`src/rtl/sym_scrambler.sv`:
```
module sym_scrambler #(
  parameter int          GEN_W   = 12,
  parameter logic [11:0] SEED    = 12'hBAD,
  parameter logic [11:0] TAPS    = 12'h052,
  parameter int          STEPS   = 8,
  parameter int          PERIOD  = 160,
  parameter int          PRE_LEN = 32
) (
  input  logic       clk,
  input  logic       rst_n,
  input  logic       restart,
  input  logic       in_valid,
  input  logic       preamble_mode,
  input  logic [2:0] in_sym,
  output logic       out_valid,
  output logic [2:0] out_sym
);
  localparam int CNT_W = $clog2(PERIOD + 1);
  localparam int IDX_W = $clog2(PRE_LEN);
  localparam logic [CNT_W-1:0] CNT_END = CNT_W'(PERIOD);
  localparam logic [IDX_W-1:0] IDX_END = IDX_W'(PRE_LEN - 1);

  function automatic logic [GEN_W-1:0] advance(input logic [GEN_W-1:0] s);
    logic [GEN_W-1:0] r;
    r = s;
    for (int k = 0; k < STEPS; k++) begin
      if (r[GEN_W-1]) r = {r[GEN_W-2:0], 1'b0} ^ TAPS[GEN_W-1:0];
      else            r = {r[GEN_W-2:0], 1'b0};
    end
    return r;
  endfunction

  function automatic logic [2:0] pre_key(input logic [IDX_W-1:0] i);
    case (5'(i))
      5'd0: return 3'd7;  5'd1: return 3'd4;  5'd2: return 3'd3;  5'd3: return 3'd0;
      5'd4: return 3'd5;  5'd5: return 3'd1;  5'd6: return 3'd5;  5'd7: return 3'd0;
      5'd8: return 3'd2;  5'd9: return 3'd2;  5'd10: return 3'd1; 5'd11: return 3'd1;
      5'd12: return 3'd5; 5'd13: return 3'd7; 5'd14: return 3'd4; 5'd15: return 3'd3;
      5'd16: return 3'd5; 5'd17: return 3'd0; 5'd18: return 3'd2; 5'd19: return 3'd6;
      5'd20: return 3'd2; 5'd21: return 3'd1; 5'd22: return 3'd6; 5'd23: return 3'd2;
      5'd24: return 3'd0; 5'd25: return 3'd0; 5'd26: return 3'd5; 5'd27: return 3'd0;
      5'd28: return 3'd5; 5'd29: return 3'd2; 5'd30: return 3'd6; default: return 3'd6;
    endcase
  endfunction

  logic [GEN_W-1:0] gen, gen_eff;
  logic [CNT_W-1:0] cnt, cnt_eff;
  logic [IDX_W-1:0] idx, idx_eff;
  logic [2:0]       key;

  assign gen_eff = (restart || cnt == CNT_END) ? SEED[GEN_W-1:0] : gen;
  assign cnt_eff = (restart || cnt == CNT_END) ? '0 : cnt;
  assign idx_eff = restart ? '0 : idx;
  assign key     = preamble_mode ? pre_key(idx_eff) : gen_eff[2:0];

  always_ff @(posedge clk) begin
    if (!rst_n) begin
      gen       <= SEED[GEN_W-1:0];
      cnt       <= '0;
      idx       <= '0;
      out_valid <= 1'b0;
      out_sym   <= '0;
    end else begin
      out_valid <= in_valid;
      gen <= gen_eff;
      cnt <= cnt_eff;
      idx <= idx_eff;
      if (in_valid) begin
        out_sym <= in_sym + key;
        if (preamble_mode) begin
          idx <= (idx_eff == IDX_END) ? '0 : idx_eff + 1'b1;
        end else begin
          gen <= advance(gen_eff);
          cnt <= cnt_eff + 1'b1;
        end
      end
    end
  end


  valid_latency_chk: assert property (@(posedge clk) disable iff (!rst_n)
    in_valid |=> out_valid);

  idle_latency_chk: assert property (@(posedge clk) disable iff (!rst_n)
    !in_valid |=> !out_valid);

  pre_keeps_gen_chk: assert property (@(posedge clk) disable iff (!rst_n)
    (in_valid && preamble_mode && !restart && cnt != CNT_END) |=> ($stable(gen) && $stable(cnt)));

  data_keeps_idx_chk: assert property (@(posedge clk) disable iff (!rst_n)
    (in_valid && !preamble_mode && !restart) |=> $stable(idx));

  idle_hold_chk: assert property (@(posedge clk) disable iff (!rst_n)
    (!in_valid && !restart) |=> ($stable(out_sym) && $stable(idx)));

  restart_load_chk: assert property (@(posedge clk) disable iff (!rst_n)
    (restart && !in_valid) |=> (gen == SEED[GEN_W-1:0] && cnt == '0 && idx == '0));

  cnt_bound_chk: assert property (@(posedge clk) disable iff (!rst_n)
    (in_valid && !preamble_mode && cnt == CNT_END && !restart) |=> cnt == CNT_W'(1));
endmodule

```
`config.mk`:
```
export PLATFORM = sky130hd
export DESIGN_NAME = sym_scrambler
export DESIGN_NICKNAME = d
export VERILOG_FILES = /design/src/rtl/sym_scrambler.sv
export SDC_FILE = /design/constraint.sdc
export NUM_CORES = 1
export LEC_CHECK = 0
export ABC_AREA = 1
export ABC_CLOCK_PERIOD_IN_PS = 5800
export BUFFER_PORTS_ARGS = -buffer_cell sky130_fd_sc_hd__buf_2
export CAP_MARGIN = 15
export CORE_AREA = 2 2 89 91
export CTS_CLUSTER_SIZE = 12
export DETAILED_ROUTE_END_ITERATION = 8
export DIE_AREA = 0 0 91 93
export GPL_ROUTABILITY_DRIVEN = 0
export SETUP_SLACK_MARGIN = 0.5
export SLEW_MARGIN = 20
export SYNTH_ARGS = -nofsm -noshare
export SYNTH_HDL_FRONTEND = slang
export SYNTH_SLANG_ARGS = --single-unit
```
`constraint.sdc`:
```
create_clock -name clk -period 5.8 [get_ports clk]
set_clock_uncertainty 0.15 [all_clocks]
set_input_delay 1.74 -clock clk [delete_from_list [all_inputs] [get_ports clk]]
set_output_delay 1.74 -clock clk [all_outputs]
set_load 0.03 [all_outputs]
```
* Word level (Yosys, flattened, before mapping) *
Memories as Yosys holds them, arrays and structs flattened.
Cells that the tools add are included.

word-level totals
  output and inout bits = 4
  memories = 1
  bits in registers = 29
  bits of input ports = 8
  word-level logic and storage cells = 60
  ROM bits = 96

memory list
  memory            depth  bits a word  rd ports  clocked after memory_dff  write ports  line  source
  (name not given)  32     3            1         0                         0            34    case (5'(i))

cells by class
  equal/unequal tests = 2
  $add $sub $neg = 3
  muxes and demuxes = 40
  bitwise operators = 8
  reductions and logical operators = 1

operators with widths
  cell                                         number
  2-to-1 mux 12 bit                            24
  2-to-1 mux 7 bit                             8
  2-to-1 mux 8 bit                             3
  inverter 3 bit                               8
  2-to-1 mux 5 bit                             4
  adder 8 x 1 -> 8 bit, second input constant  1
  == test 8 bit, second input constant         1
  adder 5 x 1 -> 5 bit, second input constant  1
  == test 5 bit, second input constant         1
  adder 3 bit                                  1
  2-to-1 mux 3 bit                             1
  logical OR 1 bit                             1

* Logic depth before layout (Yosys ltp) *
Gate-level depths: netlist (run 1).

  word-level depth = 42
  mapped depth = 17
  mapped depth without buffers = 17

* Worst setup path after synthesis (run 1) *
Ideal clock, no wire load.

  path kind = input-to-reg
  start point = in restart
  end point = reg out_sym[2]
  path slack = 2,030 ps
  library setup time = 117 ps
  arrival = 3,502 ps
  stages = 15
  required time = 5,533 ps
  cells stage by stage = inv_2 > buf_6 > nand2_4 > ha_1 > o211ai_1 > o311ai_0 > a21oi_1 > ha_1 > inv_1 > fa_1 > xnor2_1 > nand3_1 > nand2_1 > nor2_1 > nor2_1

on the way
  longest elaborated chain between the ends = 4
  elaborated cells between the ends (all ways) = 6

ends and longest elaborated chain
  what                                                           line    source
  from (decl)                                                    11      input logic restart,
  2-to-1 mux 5 bit or logical OR 1 bit (tied branches)           53, 51
  memory read (32 x 3 bit) or 2-to-1 mux 12 bit (tied branches)  --
  2-to-1 mux 3 bit (*)                                           54      assign key = preamble_mode ? pre_key(idx_eff) : gen_eff[2:0];
  adder 3 bit (*)                                                69      out_sym <= in_sym + key;
  to (signal assigned)                                           69
  to (decl)                                                      16      output logic [2:0] out_sym

Mark *: on every way between the ends. The rest lies on a longest branch, timed or not.
A chain may end at the register's enable or synchronous reset.

* Final worst setup path (run 1) *
Ends and elaborated chain as after synthesis.

==> results of run 1 <==
[layout make-up]
cell class,instances,share of cell area
Tap cell,102,0.0623
Sequential cell,29,0.283
Clock inverter,2,0.00489
Clock buffer,6,0.0354
Inverter,47,0.0861
Multi-Input combinational cell,203,0.501
Timing Repair Buffer,11,0.0269
[layout by cell type (no fill, tap or decap), types with 2 or more instances in the layout]
| cell | Yosys | final |
|---|---|---|
| sky130_fd_sc_hd__a211oi_1 | 2 | 2 |
| sky130_fd_sc_hd__a21oi_1 | 26 | 26 |
| sky130_fd_sc_hd__buf_2 | 0 | 11 |
| sky130_fd_sc_hd__clkbuf_8 | 0 | 5 |
| sky130_fd_sc_hd__clkinv_2 | 0 | 2 |
| sky130_fd_sc_hd__dfxtp_1 | 29 | 29 |
| sky130_fd_sc_hd__ha_1 | 6 | 6 |
| sky130_fd_sc_hd__inv_1 | 44 | 44 |
| sky130_fd_sc_hd__inv_2 | 2 | 2 |
| sky130_fd_sc_hd__nand2_1 | 76 | 76 |
| sky130_fd_sc_hd__nand2_2 | 2 | 2 |
| sky130_fd_sc_hd__nand2_4 | 3 | 3 |
| sky130_fd_sc_hd__nand3_1 | 13 | 13 |
| sky130_fd_sc_hd__nand4_1 | 4 | 4 |
| sky130_fd_sc_hd__nor2_1 | 31 | 31 |
| sky130_fd_sc_hd__nor2_2 | 4 | 4 |
| sky130_fd_sc_hd__nor3_1 | 2 | 2 |
| sky130_fd_sc_hd__o211ai_1 | 2 | 2 |
| sky130_fd_sc_hd__o21a_1 | 3 | 3 |
| sky130_fd_sc_hd__o21ai_0 | 17 | 17 |
| sky130_fd_sc_hd__o21ai_1 | 2 | 2 |
[per-stage QoR]
| step | util | setup slack [ps] | cells |
|---|---|---|---|
| 2_1_floorplan | - | 2030 | 285 |
| 3_3_place_gp | 0.261 | 1700 | 392 |
| 3_5_place_dp | 0.261 | 1660 | 392 |
| 4_1_cts | 0.272 | 1930 | 400 |
| 5_1_grt | 0.272 | 1700 | 400 |
| 6_report | 0.272 | 1940 | 400 |
[sequential cells by signal, indices dropped and copies added (netlist names)]
register and cells:
idx 5, out_valid 1, cnt 8, gen 12, out_sym 3
[synth_stat cells, types with 2 or more instances]
master	number
sky130_fd_sc_hd__o21ai_0	17
sky130_fd_sc_hd__nand2_4	3
sky130_fd_sc_hd__dfxtp_1	29
sky130_fd_sc_hd__nand3_1	13
sky130_fd_sc_hd__o211ai_1	2
sky130_fd_sc_hd__nand2_2	2
sky130_fd_sc_hd__ha_1	6
sky130_fd_sc_hd__a211oi_1	2
sky130_fd_sc_hd__o21a_1	3
sky130_fd_sc_hd__buf_4	2
sky130_fd_sc_hd__o21ai_1	2
sky130_fd_sc_hd__clkbuf_1	3
sky130_fd_sc_hd__nor2_2	4
sky130_fd_sc_hd__nand2_1	76
sky130_fd_sc_hd__nor2_1	31
sky130_fd_sc_hd__nor3_1	2
sky130_fd_sc_hd__a21oi_1	26
sky130_fd_sc_hd__inv_1	44
sky130_fd_sc_hd__inv_2	2
sky130_fd_sc_hd__nand4_1	4
[final timing paths]
| kind | start | endpoint |
|---|---|---|
| max | restart | out_sym[2]$_SDFFE_PN0P_ |
| min reg2reg | cnt[4]$_SDFF_PN0_ | cnt[4]$_SDFF_PN0_ |
| min | cnt[4]$_SDFF_PN0_ | cnt[4]$_SDFF_PN0_ |
| max reg2reg | idx[1]$_SDFF_PN0_ | out_sym[2]$_SDFFE_PN0P_ |
[worst register-to-register path: cells and delay by family (launching register included)]
kind | cells | cell delay [ps]
and+or+nand+nor | 5 | 620
adders and majority gates | 3 | 590
AOI/OAI and AO/OA | 4 | 500
DFF | 1 | 390
buffers and inverters | 3 | 310
xor gates and xnor gates | 1 | 140
[cell families after synthesis]
logic type / count (synthesis) / share of synthesized area
compound gates: 58 / 0.181
fa+ha+maj: 7 / 0.0522
flops: 29 / 0.319
simple gates: 137 / 0.326
xor+xnor: 1 / 0.00481
buf+inv: 53 / 0.118
[power groups by stage]
stage          clock, W  sequential, W  combinational (W)
2_1_floorplan         0       0.000221          0.0000468
3_3_place_gp          0       0.000217          0.0000659
3_5_place_dp          0       0.000218          0.0000666
4_1_cts        0.000167       0.000213          0.0000671
5_1_grt        0.000175       0.000214          0.0000758
6_report       0.000163       0.000213          0.0000665
[per-layer routing]
metal  track usage  wire length (um)  up-vias
li1              -                 -      935
met1         0.134              2040      795
met2         0.167              1820       37
met3        0.0218               245        7
met4        0.0568                92        0
met5             0                 0        -
==> results summary, run 1 <==
The area of the multi-input gates came out at between 1000 and 1500 um^2. CTS built an H-tree with a depth of 2. The number of instances on the worst hold path is 2. The class of the tightest hold or removal check is flop to flop.

The maximum cell stage delay along the critical path is 370 ps. The via total after detailed routing came out at between 1500 and 2000. The post-layout total power is between 0.0004 and 0.0005 W.

In the finished design, the share of the clock period the worst path needs comes to 0.665. The timing-limited maximum frequency came out at between 200 and 300 MHz. The max-slew violation count was 0. Registers take between 500 and 600 um^2. The cell area that synthesis handed to floorplanning was between 1500 and 2000 um^2. After detailed routing, the number of remaining DRC violations is 0. The fraction of layout cells with a size suffix above 1 came out at 0.111. Across every metal layer, demand over resource in global routing totals 0.105. Buffers inserted to repair hold after CTS numbered 0. The areal power density over the cells came out at about 220 nW/um^2.

The maximum buffer depth of the clock tree is 2. The area of the core came out at roughly 7500 um^2. The HPWL reported at the end of detailed placement is ~3100 um. The height of the die came out at 93 um. The worst setup path is captured at a flop.

The overall overflow remaining after global route is 0. The number of global-route vias before repair came to 1586. The number of synthesized register bits came out at 29. The worst-case hold slack came out at 328 ps. At the worst endpoint, the required time is ~5900 ps.

Port buffering added 11 buffers. The net switching power came out at approximately 0.00013 W. The setup check on the worst reg-to-reg path leaves a slack of ~3100 ps. The count of final hold-check violations is 0. On the critical path the largest part of the delay comes from adder cells. Counting the buffers created by CTS gives 5.

The run finished with clean final reports. The detailed-router iteration count before antenna repair came out at 4. Of all nets on the critical path, the largest fanout is 11. TritonCTS built the clock tree. Among all flip-flop cells after synthesis, the most frequent one is sky130_fd_sc_hd__dfxtp_1. Subtracting the final worst setup slack from the clock period gives slightly below 4000 ps. The post-CTS clock slew at the launch and capture registers of the worst setup and hold paths is about 60 ps.

The number of fillers in the final layout is 854. The number of buffers added for setup after CTS came out at 0. The number of I/O pins came out at 12.

The clock net sink count is 29. The effective utilization at floorplan is 0.242. The number of antenna-violating nets in the routed design came out at 0. The worst slew slack as a fraction of its limit came out at 0.477. The switching part of the total came out at 0.295.

Of the total power, the clock network draws 0.368. sky130_fd_sc_hd__dfxtp_1 takes more of the synthesized area than any other cell. The pin count of the biggest net entering global routing came out at 23. The floorplan row count is 32.

The number of antenna violations at the first check in global routing is 0. The tree is rooted in a sky130_fd_sc_hd__clkbuf_8. The repair_antennas step left the layout with diodes totalling 0. The clock reaches the later pin of the worst-skew pair after 280 ps. The number of buffer and inverter instances along the worst setup path is 3.

The relative area change from synthesis to final layout is 12.5%. The net count after synthesis came out at 300. The setup TNS is 0 ps. The area share of the largest cell type after synthesis came out at 0.319.

The mean instance size in the synthesized netlist is between 6 and 7 um^2. Walking the worst path, the cells encountered are buf_2, inv_2, nand2_4, ha_1, o211ai_1, o311ai_0, a21oi_1, ha_1, inv_1, fa_1, xnor2_1, nand3_1, nand2_1, nor2_1, nor2_1. The critical path is of the input pin to flop type.

The wire length per cell after detailed routing came out at ~10 um. The number of gates resized after cts is 0. The via-per-instance ratio came out at approximately 4.4. The async set or reset register ratio after synthesis is 0.

The total die area is 8460 um^2. The number of warnings printed during yosys synthesis is 0. Counting flops with a built-in enable in the synthesized netlist gives 0. The maximum vdd drop is 0.000114 V. The leakage power summed over all cells is around 0.93 nW. The transition time at the pin with the least slew margin is about 780 ps. After synthesis, the cell types taking the most area are sky130_fd_sc_hd__dfxtp_1, sky130_fd_sc_hd__nand2_1, sky130_fd_sc_hd__inv_1, sky130_fd_sc_hd__a21oi_1, sky130_fd_sc_hd__nor2_1. The number of standard cells after synthesis came out at ~290.

The total setup violations reported at the end of the flow came out at 0. The summed area of non-filler cells in the final layout is 2050 um^2. The sequential fraction of the synthesis area is 0.319. The first-pass GRT wire length is about 7000 um. The worst path arrival time came out at approximately 3900 ps. Wires add up to 4190 um. The die span in x came out at between 90 and 100 um. The critical path crosses 15 cells after its start point. The share of power burned in combinational logic is 0.150.

The highest-delay cell along the critical path is sky130_fd_sc_hd__fa_1. Across the run, the number of max-cap violations was 0. The depth of the most critical reg-to-reg path came out at 16. The number of distinct library cell variants in the gate-level netlist after synthesis came out at 32. The number of nets at the end of the flow came out at between 300 and 400.

Setup repair after global routing left no endpoint under its margin. The cell area after placement came out at slightly below 2000 um^2. The cell internal power dissipation came out at between 0.0003 and 0.0004 W.

The sequential share of power is 0.482. The startpoint type of the worst setup path is an input pin. The count of routing violations after the opening detailed-route iteration came out at around 180.
Power figures use the tool's default switching activity.
==> run 2, diff against run 1 <==
--- a/config.mk
+++ b/config.mk
@@ -5,8 +5,8 @@
 export SDC_FILE = /design/constraint.sdc
 export NUM_CORES = 1
 export LEC_CHECK = 0
-export ABC_AREA = 1
-export ABC_CLOCK_PERIOD_IN_PS = 5800
+export ABC_AREA = 0
+export ABC_CLOCK_PERIOD_IN_PS = 3090
 export BUFFER_PORTS_ARGS = -buffer_cell sky130_fd_sc_hd__buf_2
 export CAP_MARGIN = 15
 export CORE_AREA = 2 2 89 91
==> constraint.sdc (replaced) <==
create_clock -name clk -period 3.09 [get_ports clk]
set_clock_uncertainty 0.15 [all_clocks]
set_input_delay 0.927 -clock clk [delete_from_list [all_inputs] [get_ports clk]]
set_output_delay 0.927 -clock clk [all_outputs]
set_load 0.03 [all_outputs]
==> run 2 against run 1 <==
Against the previous run: utilization up 1.9 points; worst hold slack gained 11 ps; wire length grew 3.5%; combinational power rose by 73%; final cell count shrank 17%; critical path depth decreased by 1; first-iteration DRC count down 66%.
==> results summary, run 2 <==
The flow ran to the end, and the final reports show no timing, DRC or antenna violations. The share of the Yosys chip area taken by registers is 0.317. The fraction of the cycle the final worst path needs is 0.936. Clock tree synthesis selected as its root buffer the cell sky130_fd_sc_hd__clkbuf_8. The first global-routing pass estimated 7290 um of wire.

The slack of the worst reg-to-reg path is roughly 330 ps. TritonCTS built the clock tree. The most common cell after layout, fill and taps aside is sky130_fd_sc_hd__dfxtp_1.

The worst setup path is of the input pin to flop kind. The transition time at the pin with the least slew margin is 537 ps. The count of routing violations after the opening detailed-route iteration is 60. The synthesized design contains 0 enable-type register cells. The pin count of the biggest net entering global routing is 24.

The worst hold path begins at out_sym[1]$_SDFFE_PN0P_. The post-CTS clock slew at the launch and capture registers of the worst setup and hold paths is roughly 70 ps. The via-per-instance ratio came out at about 4.6. The number of antenna violations at the first check in global routing is 0. The most used flip-flop cell after synthesis is sky130_fd_sc_hd__dfxtp_1. The critical path ends at out_sym[2]$_SDFFE_PN0P_. Of all cell types, the one taking the most synthesized area is sky130_fd_sc_hd__dfxtp_1. The fraction of layout cells with a size suffix above 1 is 0.209. Measured along the y axis, the die boundary spans 93 um.

The count of inserted antenna diode cells came out at 0. The number of warnings printed during yosys synthesis is 0. The final instance count without filler cells came out at 332. The biggest fanout along the worst timing path came out at 3. Dividing total power by cell area gives a power density of 391 nW/um^2.

Measured against its own limit, the worst slew margin works out to 0.637. The total setup violations reported at the end of the flow is 0. The number of max-cap violations is 0. The startpoint identified for the worst register-to-register timing path is idx[1]$_SDFF_PN0_. The class of the tightest hold or removal check is flop to flop. The relative area change from synthesis to final layout is 19.8%. The net count after synthesis is about 230.

The worst setup path is launched from an input pin. The number of global-route vias before repair is roughly 1400. The maximum vdd drop came out at ~0.00013 V.

The flip-flop count of the largest register, all copies and words added is 12. The largest registers in the layout are gen (12), cnt (8), idx (5). The final layout contains routed wiring with a total length of approximately 4300 um. The area share of the largest cell type after synthesis is 0.317. The via total after detailed routing is about 1500. The instance count after placement with tap cells included came out at approximately 320.

The pre-antenna-repair detailed-routing pass consisted of 4 iterations. The global router's overall resource usage came out at 0.109. The total clock buffers created by CTS came out at 5. After synthesis, the most frequently instantiated cells are sky130_fd_sc_hd__dfxtp_1, sky130_fd_sc_hd__nor2_1, sky130_fd_sc_hd__nand2_1, sky130_fd_sc_hd__xnor2_1.

The netlist area before placement came out at roughly 1800 um^2. The maximum buffer depth of the clock tree came out at 2. Across all hold checks on the routed design, the worst slack comes to 338 ps.

After detailed routing, the number of remaining DRC violations is 0. The total die area came out at ~8500 um^2. The required time of the critical path came out at approximately 3100 ps. The number of distinct library cell variants in the gate-level netlist after synthesis came out at 50. The mean instance size in the synthesized netlist came out at around 8.6 um^2. The HPWL reported at the end of detailed placement came out at 3090 um.

The overall overflow remaining after global route came out at 0. The effective utilization at floorplan is 0.243. Ranked by flip-flop count, first place goes to gen. The final setup slack of the worst path came out at roughly 200 ps. The async set or reset register ratio after synthesis came out at 0. The worst path arrival time is 2920 ps.

The timing-limited maximum frequency is 346 MHz. The worst setup path is captured at a flop. The depth of the most critical reg-to-reg path is 12. The floorplan row count is 32. Setup repair after global routing could not meet its margin everywhere. The later pin in the worst-skew pair is clocked with a latency of between 200 and 300 ps.

During I/O placement, the number of pins put on the boundary was 12. The leakage power summed over all cells is 0.826 nW. The clock net sink count came out at 29.

The number of synthesized register bits is 29. In this run the horizontal extent of the chip is 91 um. Synthesis produced a netlist whose cell count is around 210.

The critical path starts at restart. The worst register-to-register path ends at out_sym[2]$_SDFFE_PN0P_. By area the synthesized netlist is led by sky130_fd_sc_hd__dfxtp_1, sky130_fd_sc_hd__xnor2_1, sky130_fd_sc_hd__ha_1, sky130_fd_sc_hd__nor2b_1, sky130_fd_sc_hd__nor2_1. The most numerous cell in the Yosys netlist is sky130_fd_sc_hd__dfxtp_1.

The wire length per cell after detailed routing is about 13 um. At the placement stage, the worst setup path has a slack of -191 ps. The count of final hold-check violations is 0.

The max-slew violation count is 0. The total number of H-tree levels is 2. The core region is 7530 um^2. The net count of the finished layout is around 240. The number of antenna-violating nets in the routed design is 0. The shortest clock period the worst path allows after layout came out at between 2000 and 3000 ps. The library cells used most frequently in the layout, excluding fill and tap cells, are sky130_fd_sc_hd__dfxtp_1, sky130_fd_sc_hd__nor2_1, sky130_fd_sc_hd__xnor2_1. The post-layout total power is about 0.00086 W.

The number of port buffers came out at 11.
## run 2: cell types whose count changed after synthesis, sizes merged, moves of 7 or more
| cell | previous run | this run |
|---|---|---|
| a21boi | 0 | 7 |
| o21ai | 20 | 10 |
| nand2 | 81 | 16 |
| xor2 | 0 | 7 |
| xnor2 | 1 | 15 |
| inv | 46 | 9 |
| nor2 | 35 | 17 |
| a21oi | 26 | 12 |
| nor2b | 0 | 11 |
| nand3 | 14 | 6 |
## run 2: worst min path at each step
stage	end	slack (ps)	cells past startpoint
after CTS	out_sym[1]$_SDFFE_PN0P_	340	1
after global placement	out_sym[1]$_SDFFE_PN0P_	310	1
after detailed placement	out_sym[1]$_SDFFE_PN0P_	320	1
after floorplan	cnt[7]$_SDFF_PN0_	330	2
after global routing	out_sym[1]$_SDFFE_PN0P_	380	1
final	out_sym[1]$_SDFFE_PN0P_	340	1
## run 2: cell families (layout without fill, tap and decap cells)
logic type,count (synthesis),after routing,synth area share
DFF,29,29,0.317
adders and majority gates,7,7,0.0519
muxes,2,2,0.0116
xor gates and xnor gates,23,23,0.117
buffers and inverters,22,38,0.0581
and+or+nand+nor,80,80,0.252
AOI/OAI and AO/OA,51,51,0.192
## run 2: worst max-delay path, stage by stage
cell and delay [ps]:
sky130_fd_sc_hd__buf_8 90, sky130_fd_sc_hd__inv_8 40, sky130_fd_sc_hd__buf_4 130, sky130_fd_sc_hd__buf_4 130, sky130_fd_sc_hd__a311oi_2 190, sky130_fd_sc_hd__o21ai_1 100
sky130_fd_sc_hd__a32oi_1 220, sky130_fd_sc_hd__ha_2 200, sky130_fd_sc_hd__inv_2 40, sky130_fd_sc_hd__fa_2 350, sky130_fd_sc_hd__xor2_1 160, sky130_fd_sc_hd__nor2_1 90
sky130_fd_sc_hd__o2111a_1 210, sky130_fd_sc_hd__a211oi_2 40
## run 2: metal layers
layer | vias to the layer above | routed length [um] | GRT usage
li1 | 776 | - | -
met1 | 706 | 2210 | 0.146
met2 | 36 | 1840 | 0.162
met3 | 6 | 261 | 0.0322
met4 | 0 | 29 | 0.0455
met5 | - | 0 | 0
## run 2: cell type report
type                       instances  area [um^2]
fill                             834         5330
multi-input combinational        163         1210
sequential                        29          582
timing repair buffer              21          140
tap                              102          128
clock buffer                       6         82.6
inverter                           9         41.3
clock inverter                     2         13.8
## run 2: through the flow
| stage | TNS [ps] | area, um^2 | util |
|---|---|---|---|
| floorplan | 0 | 1890 | - |
| global placement | -133 | 2040 | 0.272 |
| CTS | 0 | 2160 | 0.287 |
| global route | 0 | 2190 | 0.292 |
| detailed placement | -193 | 2040 | 0.272 |
| finish | 0 | 2190 | 0.292 |
## run 2: power breakdown
group          switching (W)  internal [W]
clock network       0.000163      0.000180
logic              0.0000647     0.0000507
registers          0.0000144      0.000386
total               0.000242      0.000617
## run 2: repair_timing
action | in CTS | in global routing
gates resized for setup | 3 | 6
endpoints found under the setup margin | 2 | 2
pin swaps | 7 | 9
setup buffers | 1 | 1
hold buffers | 0 | 0
